`src/rtl/vin_pkg.sv`:
```
package vin_pkg;

    typedef enum logic [1:0] {
        FILL_NONE  = 2'b00,
        FILL_RSVD  = 2'b01,
        FILL_BLACK = 2'b10,
        FILL_WHITE = 2'b11
    } fill_e;

    typedef struct packed {
        logic [7:0] r;
        logic [7:0] g;
        logic [7:0] b;
    } rgb8_t;

    typedef struct packed {
        logic [5:0] r;
        logic [5:0] g;
        logic [5:0] b;
    } rgb6_t;

    localparam int CHANNELS = 3;

    // Dither threshold position for one pixel of one frame.
    function automatic logic [1:0] dither_index(input logic [1:0] frame,
                                                input logic       line_par,
                                                input logic       pix_par);
        return frame + {line_par, pix_par};
    endfunction

    // Reduce an 8-bit colour to 6 bits, carrying the dropped bits as a
    // temporal increment; clamps at full scale.
    function automatic logic [5:0] dither_chan(input logic [7:0] v,
                                               input logic [1:0] idx);
        logic [5:0] hi;
        hi = v[7:2];
        if ((v[1:0] > idx) && (hi != 6'h3F)) begin
            return hi + 6'd1;
        end
        return hi;
    endfunction

endpackage

```
`src/rtl/vin_window.sv`:
```
module vin_window #(
    parameter int WIDTH  = 1024,
    parameter int HBP_W  = 11,
    parameter int VBP_W  = 11,
    parameter int HCNT_W = 12,
    parameter int VCNT_W = 13,
    parameter int PIX_W  = 10
) (
    input  logic              clk,
    input  logic              rst,
    input  logic              hsync,
    input  logic              vsync,
    input  logic [HBP_W-1:0]  cfg_hbp,
    input  logic [VBP_W-1:0]  cfg_vbp,
    output logic              win_de,
    output logic [PIX_W-1:0]  win_pix,
    output logic [VCNT_W-1:0] win_line,
    output logic [1:0]        win_frame
);

    logic              hs_q, vs_q;
    logic              hs_fall, vs_fall;
    logic              h_run, v_run;
    logic [HCNT_W-1:0] h_cnt;
    logic [VCNT_W-1:0] v_cnt;
    logic [1:0]        frame;

    logic [HCNT_W:0]   pos_x, hbp_x, off_x;
    logic              h_act;
    logic [VCNT_W-1:0] n_now, vbp_x;

    assign hs_fall = hs_q & ~hsync;
    assign vs_fall = vs_q & ~vsync;

    always_ff @(posedge clk) begin
        if (rst) begin
            hs_q  <= 1'b1;
            vs_q  <= 1'b1;
            h_run <= 1'b0;
            h_cnt <= '0;
            v_run <= 1'b0;
            v_cnt <= '0;
            frame <= 2'd0;
        end else begin
            hs_q <= hsync;
            vs_q <= vsync;
            if (hs_fall) begin
                h_run <= 1'b1;
                h_cnt <= HCNT_W'(1);
            end else if (h_run && (h_cnt != '1)) begin
                h_cnt <= h_cnt + 1'b1;
            end
            if (vs_fall) begin
                v_run <= 1'b1;
                v_cnt <= '0;
                frame <= frame + 2'd1;
            end else if (v_run && hs_fall && (v_cnt != '1)) begin
                v_cnt <= v_cnt + 1'b1;
            end
        end
    end

    always_comb begin
        pos_x = {1'b0, (hs_fall ? {HCNT_W{1'b0}} : h_cnt)};
        hbp_x = (HCNT_W+1)'(cfg_hbp);
        off_x = pos_x - hbp_x;
        h_act = (hs_fall || h_run) && (pos_x >= hbp_x) &&
                (pos_x < hbp_x + (HCNT_W+1)'(WIDTH));

        if (vs_fall)                       n_now = '0;
        else if (hs_fall && (v_cnt != '1)) n_now = v_cnt + 1'b1;
        else                               n_now = v_cnt;
        vbp_x    = VCNT_W'(cfg_vbp);
        win_line = (v_run && (n_now > vbp_x)) ? (n_now - vbp_x) : '0;
    end

    assign win_de    = h_act && (win_line != '0);
    assign win_pix   = h_act ? PIX_W'(off_x) : '0;
    assign win_frame = frame;

    a_r7_frame_step: assert property (@(posedge clk) disable iff (rst)
        vs_fall |=> (frame == $past(frame) + 2'd1));

    a_r3_line_hold: assert property (@(posedge clk) disable iff (rst)
        (v_run && !hs_fall && !vs_fall) |=> (v_cnt == $past(v_cnt)));

    a_r2_restart: assert property (@(posedge clk) disable iff (rst)
        hs_fall |=> (h_run && (h_cnt == HCNT_W'(1))));

endmodule

```
`src/rtl/vin_depth.sv`:
```
module vin_depth
    import vin_pkg::*;
(
    input  logic [23:0] pix_in,
    input  logic        mode_8bit,
    input  logic        frc_off,
    input  logic [1:0]  frame,
    input  logic        line_par,
    input  logic        pix_par,
    output logic [17:0] pix_out
);

    logic [1:0] idx;
    logic       use_dither;

    assign idx        = dither_index(frame, line_par, pix_par);
    assign use_dither = mode_8bit && !frc_off;

    for (genvar c = 0; c < CHANNELS; c++) begin : g_chan
        assign pix_out[6*c +: 6] = use_dither
                                 ? dither_chan(pix_in[8*c +: 8], idx)
                                 : pix_in[8*c+2 +: 6];
    end

endmodule

```
`src/rtl/vin_formatter.sv`:
```
module vin_formatter
    import vin_pkg::*;
#(
    parameter int WIDTH = 1024,
    parameter int LINES = 768,
    parameter int HBP_W = 11,
    parameter int VBP_W = 11,
    localparam int PIX_W  = $clog2(WIDTH),
    localparam int HCNT_W = $clog2((2**HBP_W) + WIDTH),
    localparam int VCNT_W = $clog2((2**VBP_W) + 2*LINES)
) (
    input  logic              clk,
    input  logic              rst,
    input  logic              hsync,
    input  logic              vsync,
    input  logic [23:0]       rgb_in,
    input  logic              gpo9,
    input  logic              cfg_8bit,
    input  logic              cfg_frc_off,
    input  logic [1:0]        cfg_fill,
    input  logic [HBP_W-1:0]  cfg_hbp,
    input  logic [VBP_W-1:0]  cfg_vbp,
    output logic [17:0]       rgb_out,
    output logic              de_out,
    output logic [PIX_W-1:0]  pix_out,
    output logic [VCNT_W-1:0] line_out
);

    logic              win_de;
    logic [PIX_W-1:0]  win_pix;
    logic [VCNT_W-1:0] win_line;
    logic [1:0]        win_frame;
    logic [17:0]       depth_rgb;
    logic [17:0]       next_rgb;
    logic              beyond, fill_hit;
    fill_e             fill_mode;

    vin_window #(
        .WIDTH (WIDTH),
        .HBP_W (HBP_W),
        .VBP_W (VBP_W),
        .HCNT_W(HCNT_W),
        .VCNT_W(VCNT_W),
        .PIX_W (PIX_W)
    ) u_window (
        .clk      (clk),
        .rst      (rst),
        .hsync    (hsync),
        .vsync    (vsync),
        .cfg_hbp  (cfg_hbp),
        .cfg_vbp  (cfg_vbp),
        .win_de   (win_de),
        .win_pix  (win_pix),
        .win_line (win_line),
        .win_frame(win_frame)
    );

    vin_depth u_depth (
        .pix_in   (rgb_in),
        .mode_8bit(cfg_8bit),
        .frc_off  (cfg_frc_off),
        .frame    (win_frame),
        .line_par (win_line[0]),
        .pix_par  (win_pix[0]),
        .pix_out  (depth_rgb)
    );

    assign fill_mode = fill_e'(cfg_fill);
    assign beyond    = win_line > VCNT_W'(LINES);
    assign fill_hit  = beyond && !gpo9 &&
                       ((fill_mode == FILL_BLACK) || (fill_mode == FILL_WHITE));

    always_comb begin
        if (fill_hit) next_rgb = (fill_mode == FILL_WHITE) ? '1 : '0;
        else          next_rgb = depth_rgb;
    end

    always_ff @(posedge clk) begin
        if (rst) begin
            de_out   <= 1'b0;
            rgb_out  <= '0;
            pix_out  <= '0;
            line_out <= '0;
        end else begin
            de_out   <= win_de;
            rgb_out  <= win_de ? next_rgb : '0;
            pix_out  <= win_de ? win_pix  : '0;
            line_out <= win_de ? win_line : '0;
        end
    end

    a_r9_idle_zero: assert property (@(posedge clk) disable iff (rst)
        !de_out |-> ((rgb_out == '0) && (pix_out == '0) && (line_out == '0)));

    a_r3_line_nonzero: assert property (@(posedge clk) disable iff (rst)
        de_out |-> (line_out != '0));

    a_r2_pix_step: assert property (@(posedge clk) disable iff (rst)
        (de_out && $past(de_out) && (line_out == $past(line_out)))
        |-> (pix_out == PIX_W'($past(pix_out) + 1'b1)));

    a_r8_black_fill: assert property (@(posedge clk) disable iff (rst)
        (win_de && beyond && !gpo9 && (cfg_fill == 2'b10)) |=> (rgb_out == '0));

    a_r6_saturate: assert property (@(posedge clk) disable iff (rst)
        (win_de && !fill_hit && cfg_8bit && !cfg_frc_off && (rgb_in[23:18] == 6'h3F))
        |=> (rgb_out[17:12] == 6'h3F));

endmodule

```
`config.mk`:
```
export PLATFORM = sky130hd
export DESIGN_NAME = vin_formatter
export DESIGN_NICKNAME = d
export VERILOG_FILES = /design/src/rtl/vin_pkg.sv /design/src/rtl/vin_window.sv /design/src/rtl/vin_depth.sv /design/src/rtl/vin_formatter.sv
export SDC_FILE = /design/constraint.sdc
export NUM_CORES = 1
export LEC_CHECK = 0
export BUFFER_PORTS_ARGS = -buffer_cell sky130_fd_sc_hd__buf_2
export CAP_MARGIN = 30
export CORE_UTILIZATION = 35
export DETAILED_ROUTE_END_ITERATION = 12
export GPL_ROUTABILITY_DRIVEN = 0
export PLACE_DENSITY_LB_ADDON = 0.15
export SYNTH_ARGS = -nofsm -noshare
export SYNTH_HDL_FRONTEND = slang
export SYNTH_SLANG_ARGS = --single-unit
export TNS_END_PERCENT = 5
```
`constraint.sdc`:
```
create_clock -name clk -period 6.3 [get_ports clk]
set_input_delay 0.945 -clock clk [delete_from_list [all_inputs] [get_ports clk]]
set_output_delay 0.945 -clock clk [all_outputs]
set_load 0.05 [all_outputs]
```
==> results of run 1 <==
## per-layer routing
layer  global-route usage, %  routed length [um]
met3                   4.059                 536
met4                   5.714                 141
met5                       0                   0
met2                   26.31                4609
met1                   22.07                5291
## through the flow
step	hold slack (ns)	power, W
global placement	0.4820	0.0005904
CTS	0.5022	0.001180
floorplan	0.4421	0.0005485
global route	0.5310	0.001210
detailed placement	0.4907	0.0005927
finish	0.5040	0.001162
## layout make-up
cell class	count	area share (%)
Multi-Input combinational cell	414	52.35
Sequential cell	71	26.10
Clock inverter	6	1.999
Inverter	32	2.205
Tap cell	168	3.859
Timing Repair Buffer	99	9.281
Clock buffer	10	4.204
## tightest hold or removal path, cell delays in order (launching register included)
cell     delay (ns)
dfxtp_1        0.34
nand2_1        0.06
a21oi_1        0.05
## cells by family (layout without fill, tap and decap cells)
group                    after synthesis  in the layout  share of synthesized area [%]
flip-flops                            71             71                          31.72
XOR/XNOR                              60             60                          11.90
adder cells (fa/ha/maj)               38             38                          10.95
AND/OR/NAND/NOR                      221            221                          24.52
multiplexers                           5              5                          1.117
AO/OA/AOI/OAI                         90             90                          14.97
buffers and inverters                 50            147                          4.831
## power breakdown
group | internal (W) | leakage (nW) | switching (W)
clock | 0.000386 | 0.166 | 0.000194
sequential | 0.000453 | 0.574 | 0.00000350
combinational | 0.0000537 | 1.72 | 0.0000722
## cell usage in the layout, fill, tap and decap left out, types with 7 or more instances in the layout
cell type / Yosys / final
buf_2: 8 / 95
dfxtp_1: 71 / 71
nor2_1: 67 / 67
nand2_1: 44 / 44
xor2_1: 44 / 44
ha_1: 36 / 36
inv_1: 32 / 32
a21oi_1: 22 / 22
nand3_1: 19 / 19
nor2b_1: 16 / 16
xnor2_1: 15 / 15
and2_1: 13 / 13
o21ai_0: 13 / 13
a211oi_2: 12 / 12
and3_1: 11 / 11
nand4_1: 11 / 11
nor3_1: 11 / 11
clkbuf_16: 0 / 9
a211oi_1: 8 / 8
nand2b_1: 7 / 7
a21o_1: 7 / 7
## registers in the layout (all words and copies together) (netlist names)
signal,count
de_out,1
line_out,12
pix_out,10
rgb_out,18
u_window.h_cnt,12
u_window.h_run,1
u_window.hs_q,1
u_window.v_cnt,12
u_window.v_run,1
u_window.vs_q,1
u_window.win_frame,2
## how the worst max path moves through the flow
stage                       end  slack (ns)
floorplan           rgb_out[17]        0.99
global placement    rgb_out[17]        0.80
detailed placement  rgb_out[17]        0.65
CTS                 rgb_out[17]        0.76
global route        rgb_out[17]        0.23
finish              rgb_out[17]        0.75
==> flow_summary.toml, run 1 <==
[detailed_routing]
drc = 0
drt-vias-per-instance = 4.904
firstDrtPassIters = 4
drt_iter0_markers = 300
routedWlPerCell_um = 13.22
vias = 3923
wirelength_um = 10580
antenna_left = 0

[cells_and_area]
register_area_mm2 = 0.001421
nFillCells = 1203
final_layout_size_suffix_gt1_share_pct = 21.84
final_nets = 720
area_delta_synth_final_pct = 21.56
antenna_cells = 0
fin_util_pct = 44.42
multi_input_area_mm2 = 0.002851
fin_cells = 800
final_area_mm2 = 0.005446

[setup_path]
critical_path_buf_inv_count = 1
cp_top_family = "simple AND/OR/NAND/NOR gates"
cp-startpoint = "u_window.v_cnt[0]"
r2r_end = "rgb_out[17]"
reg2reg_setup_slack_ns = 0.75
ff2ff_path_depth = 22
end_kind = "flip-flop"
worst-path-stages = 22
start_kind = "flip-flop"
crit_required_ns = 6.54
cp_slowest_stage_delay_ns = 0.45
cp_cell_sequence = "ha_1 -> and3_1 -> and2_1 -> a31oi_1 -> buf_4 -> mux2i_1 -> nor2_1 -> fa_1 -> a211oi_2 -> nor3_1 -> nor3_1 -> a211o_1 -> a21oi_1 -> nor2b_1 -> xnor2_1 -> ha_1 -> nand2_1 -> o211ai_1 -> a31oi_1 -> nand4_1 -> or3_1 -> a311oi_1"
arrival_ns = 5.80
path_class = "reg -> reg"
cp_slowest_cell = "fa_1"
r2r-start = "u_window.v_cnt[0]"
critPathMaxFanout = 13

[power]
powerDensity_mw_per_mm2 = 213.4
ir_drop_mv = 0.1073
p_leak_nw = 2.461

[sta]
hold_viol_final = 0
fin_setup_tns_ns = 0
relSlewSlack_pct = 44.78
rsz0062_at_grt = "false"
setup_viol = 0
skew_ns = 0.007833
finalCriticalPeriod_ns = 5.551
slew_violations = 0
fmax_mhz = 180.1
tightest_slew_ns = 0.8283
setup_slack_ns = 0.7489
fin_crit_sh_pct = 88.11

[synthesis]
yosys-top-cells-area = "dfxtp_1 (32%), ha_1 (10%), xor2_1 (8.6%)"
synthTopCellsByCount = "dfxtp_1 (71), nor2_1 (67), nand2_1 (44), xor2_1 (44), ha_1 (36)"
yosys.area.top_type = "dfxtp_1"
yosys.area.top_type_share_pct = 31.72
synth.distinct_cells = 54
yosysMostFrequentCell = "dfxtp_1"
synth_flop_cell = "dfxtp_1"
async_flop_share_pct = 0
synth_warnings = 0
synth_nets = 628
ys_seq_area_share_pct = 31.72
syn_inst = 535
netlist_area_mm2 = 0.004481
syn_avg_cell_area_um2 = 8.375
synth_edf_count = 0
synth-seq-cells = 71

[flow_run]
maxCapViolations = 0

[global_routing]
track_usage_pct = 16.63
grt_pass1_wl_um = 17190
antenna_found_initial = 0
grt_start_max_net_pins = 41
grt_overflow = 0
first_global_vias = 3665

[floorplanning]
die_h_um = 115.1
dieArea_mm2 = 0.01326
die_w_um = 115.1
initial_core_util_pct = 36.54
coreArea_mm2 = 0.01226
io_pins = 96
fp-row-count = 40

[clocking]
cts_tree = "yes"
cts_setup_buffers = 0
hold_buffers = 0
cts_made_buffers = 9
clock-sinks = 71
cts_max_level = 3
postCtsResizedCells = 0
root_buffer = "clkbuf_16"
cts_buffer_depth = 2
clkTransAtPathRegs_ns = 0.06
clk_latency_ns = 0.34

[place]
dp.cells = 784
placed_cell_area_mm2 = 0.005109
io_buffer_count = 95
place_ws_ns = 0.6474
hpwl_um = 8307

[hold_path]
worst_hold_path.endpoint = "u_window.h_cnt[1]"
whs_path_depth = 2
hp-class = "reg -> reg"
hold_start = "u_window.h_cnt[1]"

[run_status]
outcome = "finished, final reports clean"
Power figures use the tool's default switching activity.
==> inputs of run 2 (changes only) <==
--- a/config.mk
+++ b/config.mk
@@ -8,6 +8,7 @@
 export BUFFER_PORTS_ARGS = -buffer_cell sky130_fd_sc_hd__buf_2
 export CAP_MARGIN = 30
 export CORE_UTILIZATION = 35
+export CTS_BUF_LIST = sky130_fd_sc_hd__clkbuf_4 sky130_fd_sc_hd__clkbuf_8
 export DETAILED_ROUTE_END_ITERATION = 12
 export GPL_ROUTABILITY_DRIVEN = 0
 export PLACE_DENSITY_LB_ADDON = 0.15
==> flow_summary.toml, run 2 (synthesized netlist as in run 1, its figures left out) <==
[global_routing]
first_global_vias = 3644
grt_pass1_wl_um = 17040
grt_overflow = 0
grt_start_max_net_pins = 41
antenna_found_initial = 0
track_usage_pct = 16.54

[detailed_routing]
firstDrtPassIters = 4
antenna_left = 0
maxUsedRoutingLayer = "met4"
routedWlPerCell_um = 13.22
drc = 0
wirelength_um = 10580
drt-vias-per-instance = 4.901
wl_met2_um = 4545
drt_iter0_markers = 279
met3_length_um = 486
vias = 3921
wl_met1_um = 5383

[clocking]
cts_made_buffers = 9
postCtsResizedCells = 0
clkTransAtPathRegs_ns = 0.07
hold_buffers = 0
cts_max_level = 3
root_buffer = "clkbuf_8"
cts_buffer_depth = 2
cts_tree = "yes"
cts_setup_buffers = 0
clk_latency_ns = 0.36
clock-sinks = 71

[floorplanning]
fp-row-count = 40
initial_core_util_pct = 36.54
coreArea_mm2 = 0.01226
die_w_um = 115.1
dieArea_mm2 = 0.01326
io_pins = 96
die_h_um = 115.1

[run_status]
outcome = "finished, final reports clean"

[place]
dp.cells = 784
io_buffer_count = 95
hpwl_um = 8307

[sta]
fin_setup_tns_ns = 0
fin_crit_sh_pct = 88.23
finalCriticalPeriod_ns = 5.559
rsz0062_at_grt = "false"
fmax_mhz = 179.9
slew_violations = 0
relSlewSlack_pct = 45.01
hold_viol_final = 0
tightest_slew_ns = 0.8249
setup_viol = 0
skew_ns = 0.01160

[cells_and_area]
nFillCells = 1220
final_common_cell = "buf_2"
largest_register_ffs = 18
area_delta_synth_final_pct = 19.38
largest-register = "rgb_out"
register_area_mm2 = 0.001421
mostFrequentLayoutCells = "buf_2 (95), dfxtp_1 (71), nor2_1 (67)"
final_nets = 720
antenna_cells = 0
fin_util_pct = 43.62
fin_cells = 800
multi_input_area_mm2 = 0.002851
final_layout_size_suffix_gt1_share_pct = 21.99

[setup_path]
cp_cell_sequence = "ha_1 -> and3_1 -> and2_1 -> a31oi_1 -> buf_4 -> mux2i_1 -> nor2_1 -> fa_1 -> a211oi_2 -> nor3_1 -> nor3_1 -> a211o_1 -> a21oi_1 -> nor2b_1 -> xnor2_1 -> ha_1 -> nand2_1 -> o211ai_1 -> a31oi_1 -> nand4_1 -> or3_1 -> a311oi_1"
critPathMaxFanout = 13
end_kind = "flip-flop"
cp_slowest_stage_delay_ns = 0.45
crit_required_ns = 6.57
path_class = "reg -> reg"
arrival_ns = 5.83
ff2ff_path_depth = 22
start_kind = "flip-flop"
cp_slowest_cell = "fa_1"

[flow_run]
maxCapViolations = 0

[power]
p_leak_nw = 2.418
ir_drop_mv = 0.1091
powerDensity_mw_per_mm2 = 191.7
finalPower_w = 0.001025

[hold_path]
hp-class = "reg -> reg"
whs_path_depth = 2
run 2: changes by cell type in the layout (fill, tap and decap cells not counted):
cell       change
clkbuf_16      -9
clkbuf_4       +1
clkbuf_1       -1
clkbuf_8       +9
run 2: cell type report:
cell class / count / area share (%)
clock buffer: 10 / 2.456
multi-input combinational: 414 / 53.31
timing repair buffer: 99 / 9.450
clock inverter: 6 / 2.035
sequential: 71 / 26.57
inverter: 32 / 2.246
tap: 168 / 3.930
run 2: metal layers:
| metal | track usage (%) | up-vias |
|---|---|---|
| li1 | - | 2021 |
| met1 | 21.92 | 1787 |
| met2 | 25.94 | 101 |
| met3 | 3.901 | 12 |
| met4 | 6.494 | 0 |
| met5 | 0 | - |
run 2: path summary, 6_finish.rpt:
check | start | end | slack [ns]
setup / recovery | u_window.v_cnt[0] | rgb_out[17] | 0.74
setup reg to reg | u_window.v_cnt[0] | rgb_out[17] | 0.74
hold / removal | u_window.h_cnt[1] | u_window.h_cnt[1] | 0.51
hold reg to reg | u_window.h_cnt[1] | u_window.h_cnt[1] | 0.51
run 2: stage by stage:
step,setup WS (ns),area (um^2),hold WS (ns)
global route,0.2260,5349,0.5343
finish,0.7414,5349,0.5142
detailed placement,0.6474,5109,0.4907
CTS,0.7617,5349,0.5053
global placement,0.7976,5109,0.4820
floorplan,0.9879,4481,0.4421
run 2: where the power goes:
group / total, W / switching, W / leakage [nW] / internal [W]
clock network: 0.000443 / 0.000176 / 0.124 / 0.000267
logic: 0.000126 / 0.0000725 / 1.72 / 0.0000538
registers: 0.000456 / 0.00000349 / 0.574 / 0.000453
total: 0.00103 / 0.000252 / 2.42 / 0.000773
run 2: worst max-delay path, delay by kind of cell (launching register included):
kind                       cells  cell delay [ns]
DFF                            1             0.36
AOI/OAI and AO/OA              7             1.46
buffers and inverters          1             0.20
muxes                          1             0.28
adders and majority gates      3             1.03
and+or+nand+nor                9             1.81
xor gates and xnor gates       1             0.31
==> inputs of run 3 (changes only) <==
--- a/config.mk
+++ b/config.mk
@@ -11,7 +11,7 @@
 export CTS_BUF_LIST = sky130_fd_sc_hd__clkbuf_4 sky130_fd_sc_hd__clkbuf_8
 export DETAILED_ROUTE_END_ITERATION = 12
 export GPL_ROUTABILITY_DRIVEN = 0
-export PLACE_DENSITY_LB_ADDON = 0.15
+export PLACE_DENSITY = 0.6
 export SYNTH_ARGS = -nofsm -noshare
 export SYNTH_HDL_FRONTEND = slang
 export SYNTH_SLANG_ARGS = --single-unit
==> flow_summary.toml, run 3 (synthesized netlist as in run 1, its figures left out) <==
[setup_path]
ff2ff_path_depth = 22
critPathMaxFanout = 13
reg2reg_setup_slack_ns = 0.78
start_kind = "flip-flop"
end_kind = "flip-flop"
r2r_end = "rgb_out[17]"
path_class = "reg -> reg"
crit_required_ns = 6.56
arrival_ns = 5.78
r2r-start = "u_window.v_cnt[0]"

[floorplanning]
io_pins = 96
coreArea_mm2 = 0.01226
dieArea_mm2 = 0.01326
die_w_um = 115.1
fp-row-count = 40
initial_core_util_pct = 36.54
die_h_um = 115.1

[global_routing]
grt_pass1_wl_um = 17390
first_global_vias = 3750
grt_overflow = 0
antenna_found_initial = 0
grt_start_max_net_pins = 24
track_usage_pct = 16.65

[cells_and_area]
nFillCells = 1224
area_delta_synth_final_pct = 18.99
final_layout_size_suffix_gt1_share_pct = 21.87
final_common_cell = "buf_2"
mostFrequentLayoutCells = "buf_2 (95), dfxtp_1 (71), nor2_1 (67)"
fin_util_pct = 43.48
largest_register_ffs = 18
final_nets = 720
register_area_mm2 = 0.001421
fin_cells = 799
multi_input_area_mm2 = 0.002851
largest-register = "rgb_out"
antenna_cells = 0

[clocking]
cts_buffer_depth = 2
cts_max_level = 3
cts_tree = "yes"
clk_latency_ns = 0.36
clkTransAtPathRegs_ns = 0.08
root_buffer = "clkbuf_8"
clock-sinks = 71
cts_setup_buffers = 0
cts_made_buffers = 9
postCtsResizedCells = 0
hold_buffers = 0

[sta]
skew_ns = 0.006947
tightest_slew_ns = 0.9805
fmax_mhz = 181.2
fin_crit_sh_pct = 87.58
hold_viol_final = 0
finalCriticalPeriod_ns = 5.518
rsz0062_at_grt = "false"
relSlewSlack_pct = 34.63
fin_setup_tns_ns = 0
setup_viol = 0
slew_violations = 0

[run_status]
outcome = "finished, final reports clean"

[place]
io_buffer_count = 95
dp.cells = 784
hpwl_um = 8468

[detailed_routing]
drc = 0
antenna_left = 0
firstDrtPassIters = 4
drt_iter0_markers = 298
wirelength_um = 10510
routedWlPerCell_um = 13.15
vias = 3915
drt-vias-per-instance = 4.900

[hold_path]
worst_hold_path.endpoint = "u_window.h_cnt[1]"
whs_path_depth = 2
hold_start = "u_window.h_cnt[1]"
hp-class = "reg -> reg"

[power]
powerDensity_mw_per_mm2 = 183.6
p_leak_nw = 2.406
ir_drop_mv = 0.08757

[flow_run]
maxCapViolations = 0
## run 3: cell count changes in the layout (fill, tap and decap cells not counted)
cell and delta:
clkbuf_4 -1, clkinvlp_4 +1, buf_4 -1, buf_12 +1, bufinv_16 -1
## run 3: critical path: stages, from the launching register on
cell and delay, ns:
dfxtp_1 0.36, ha_1 0.25, and3_1 0.22, and2_1 0.21
a31oi_1 0.18, buf_4 0.21, mux2i_1 0.25, nor2_1 0.10
fa_1 0.45, a211oi_2 0.32, nor3_1 0.11, nor3_1 0.29
a211o_1 0.18, a21oi_1 0.09, nor2b_1 0.16, xnor2_1 0.28
ha_1 0.31, nand2_1 0.07, o211ai_1 0.11, a31oi_1 0.39
nand4_1 0.22, or3_1 0.39, a311oi_1 0.26
## run 3: cell type report
type                    count  share of cell area [%]
clock buffers               9                   2.323
clock inverters             6                   1.619
inverters                  32                   2.253
multi-input cells         414                   53.49
flip-flops and latches     71                   26.66
well taps                 168                   3.943
repair buffers             99                   9.716
## run 3: worst max-delay path by stage
stage	slack (ns)	from	endpoint
global placement	0.82	hsync	rgb_out[17]
global route	0.12	u_window.v_cnt[0]	rgb_out[17]
CTS	0.77	u_window.v_cnt[0]	rgb_out[17]
finish	0.78	u_window.v_cnt[0]	rgb_out[17]
floorplan	0.99	hsync	rgb_out[17]
detailed placement	0.62	hsync	rgb_out[17]
## run 3: metal layers
| metal | global-route usage (%) | vias to the layer above | wire length [um] |
|---|---|---|---|
| met5 | 0 | - | 0 |
| met4 | 7.792 | 0 | 231 |
| met3 | 3.163 | 17 | 480 |
| met2 | 26.39 | 106 | 4512 |
| met1 | 21.85 | 1761 | 5281 |
| li1 | - | 2031 | - |
## run 3: power by group
group / total (W) / switching [W] / internal [W]
clock: 0.000396 / 0.000176 / 0.000220
combinational: 0.000127 / 0.0000726 / 0.0000541
sequential: 0.000456 / 0.00000364 / 0.000452
total: 0.000979 / 0.000253 / 0.000726
## run 3: metrics by stage
step                      hold slack [ns]  setup WS (ns)  power (W)  cell area [um^2]
after floorplan                    0.4421         0.9879  0.0005485              4481
after global placement             0.4805         0.8210  0.0005901              5121
after detailed placement           0.4956         0.6176  0.0005934              5121
after CTS                          0.5063         0.7697  0.0009914              5331
after global routing               0.5229         0.1166   0.001026              5331
final                              0.5052         0.7822  0.0009789              5331
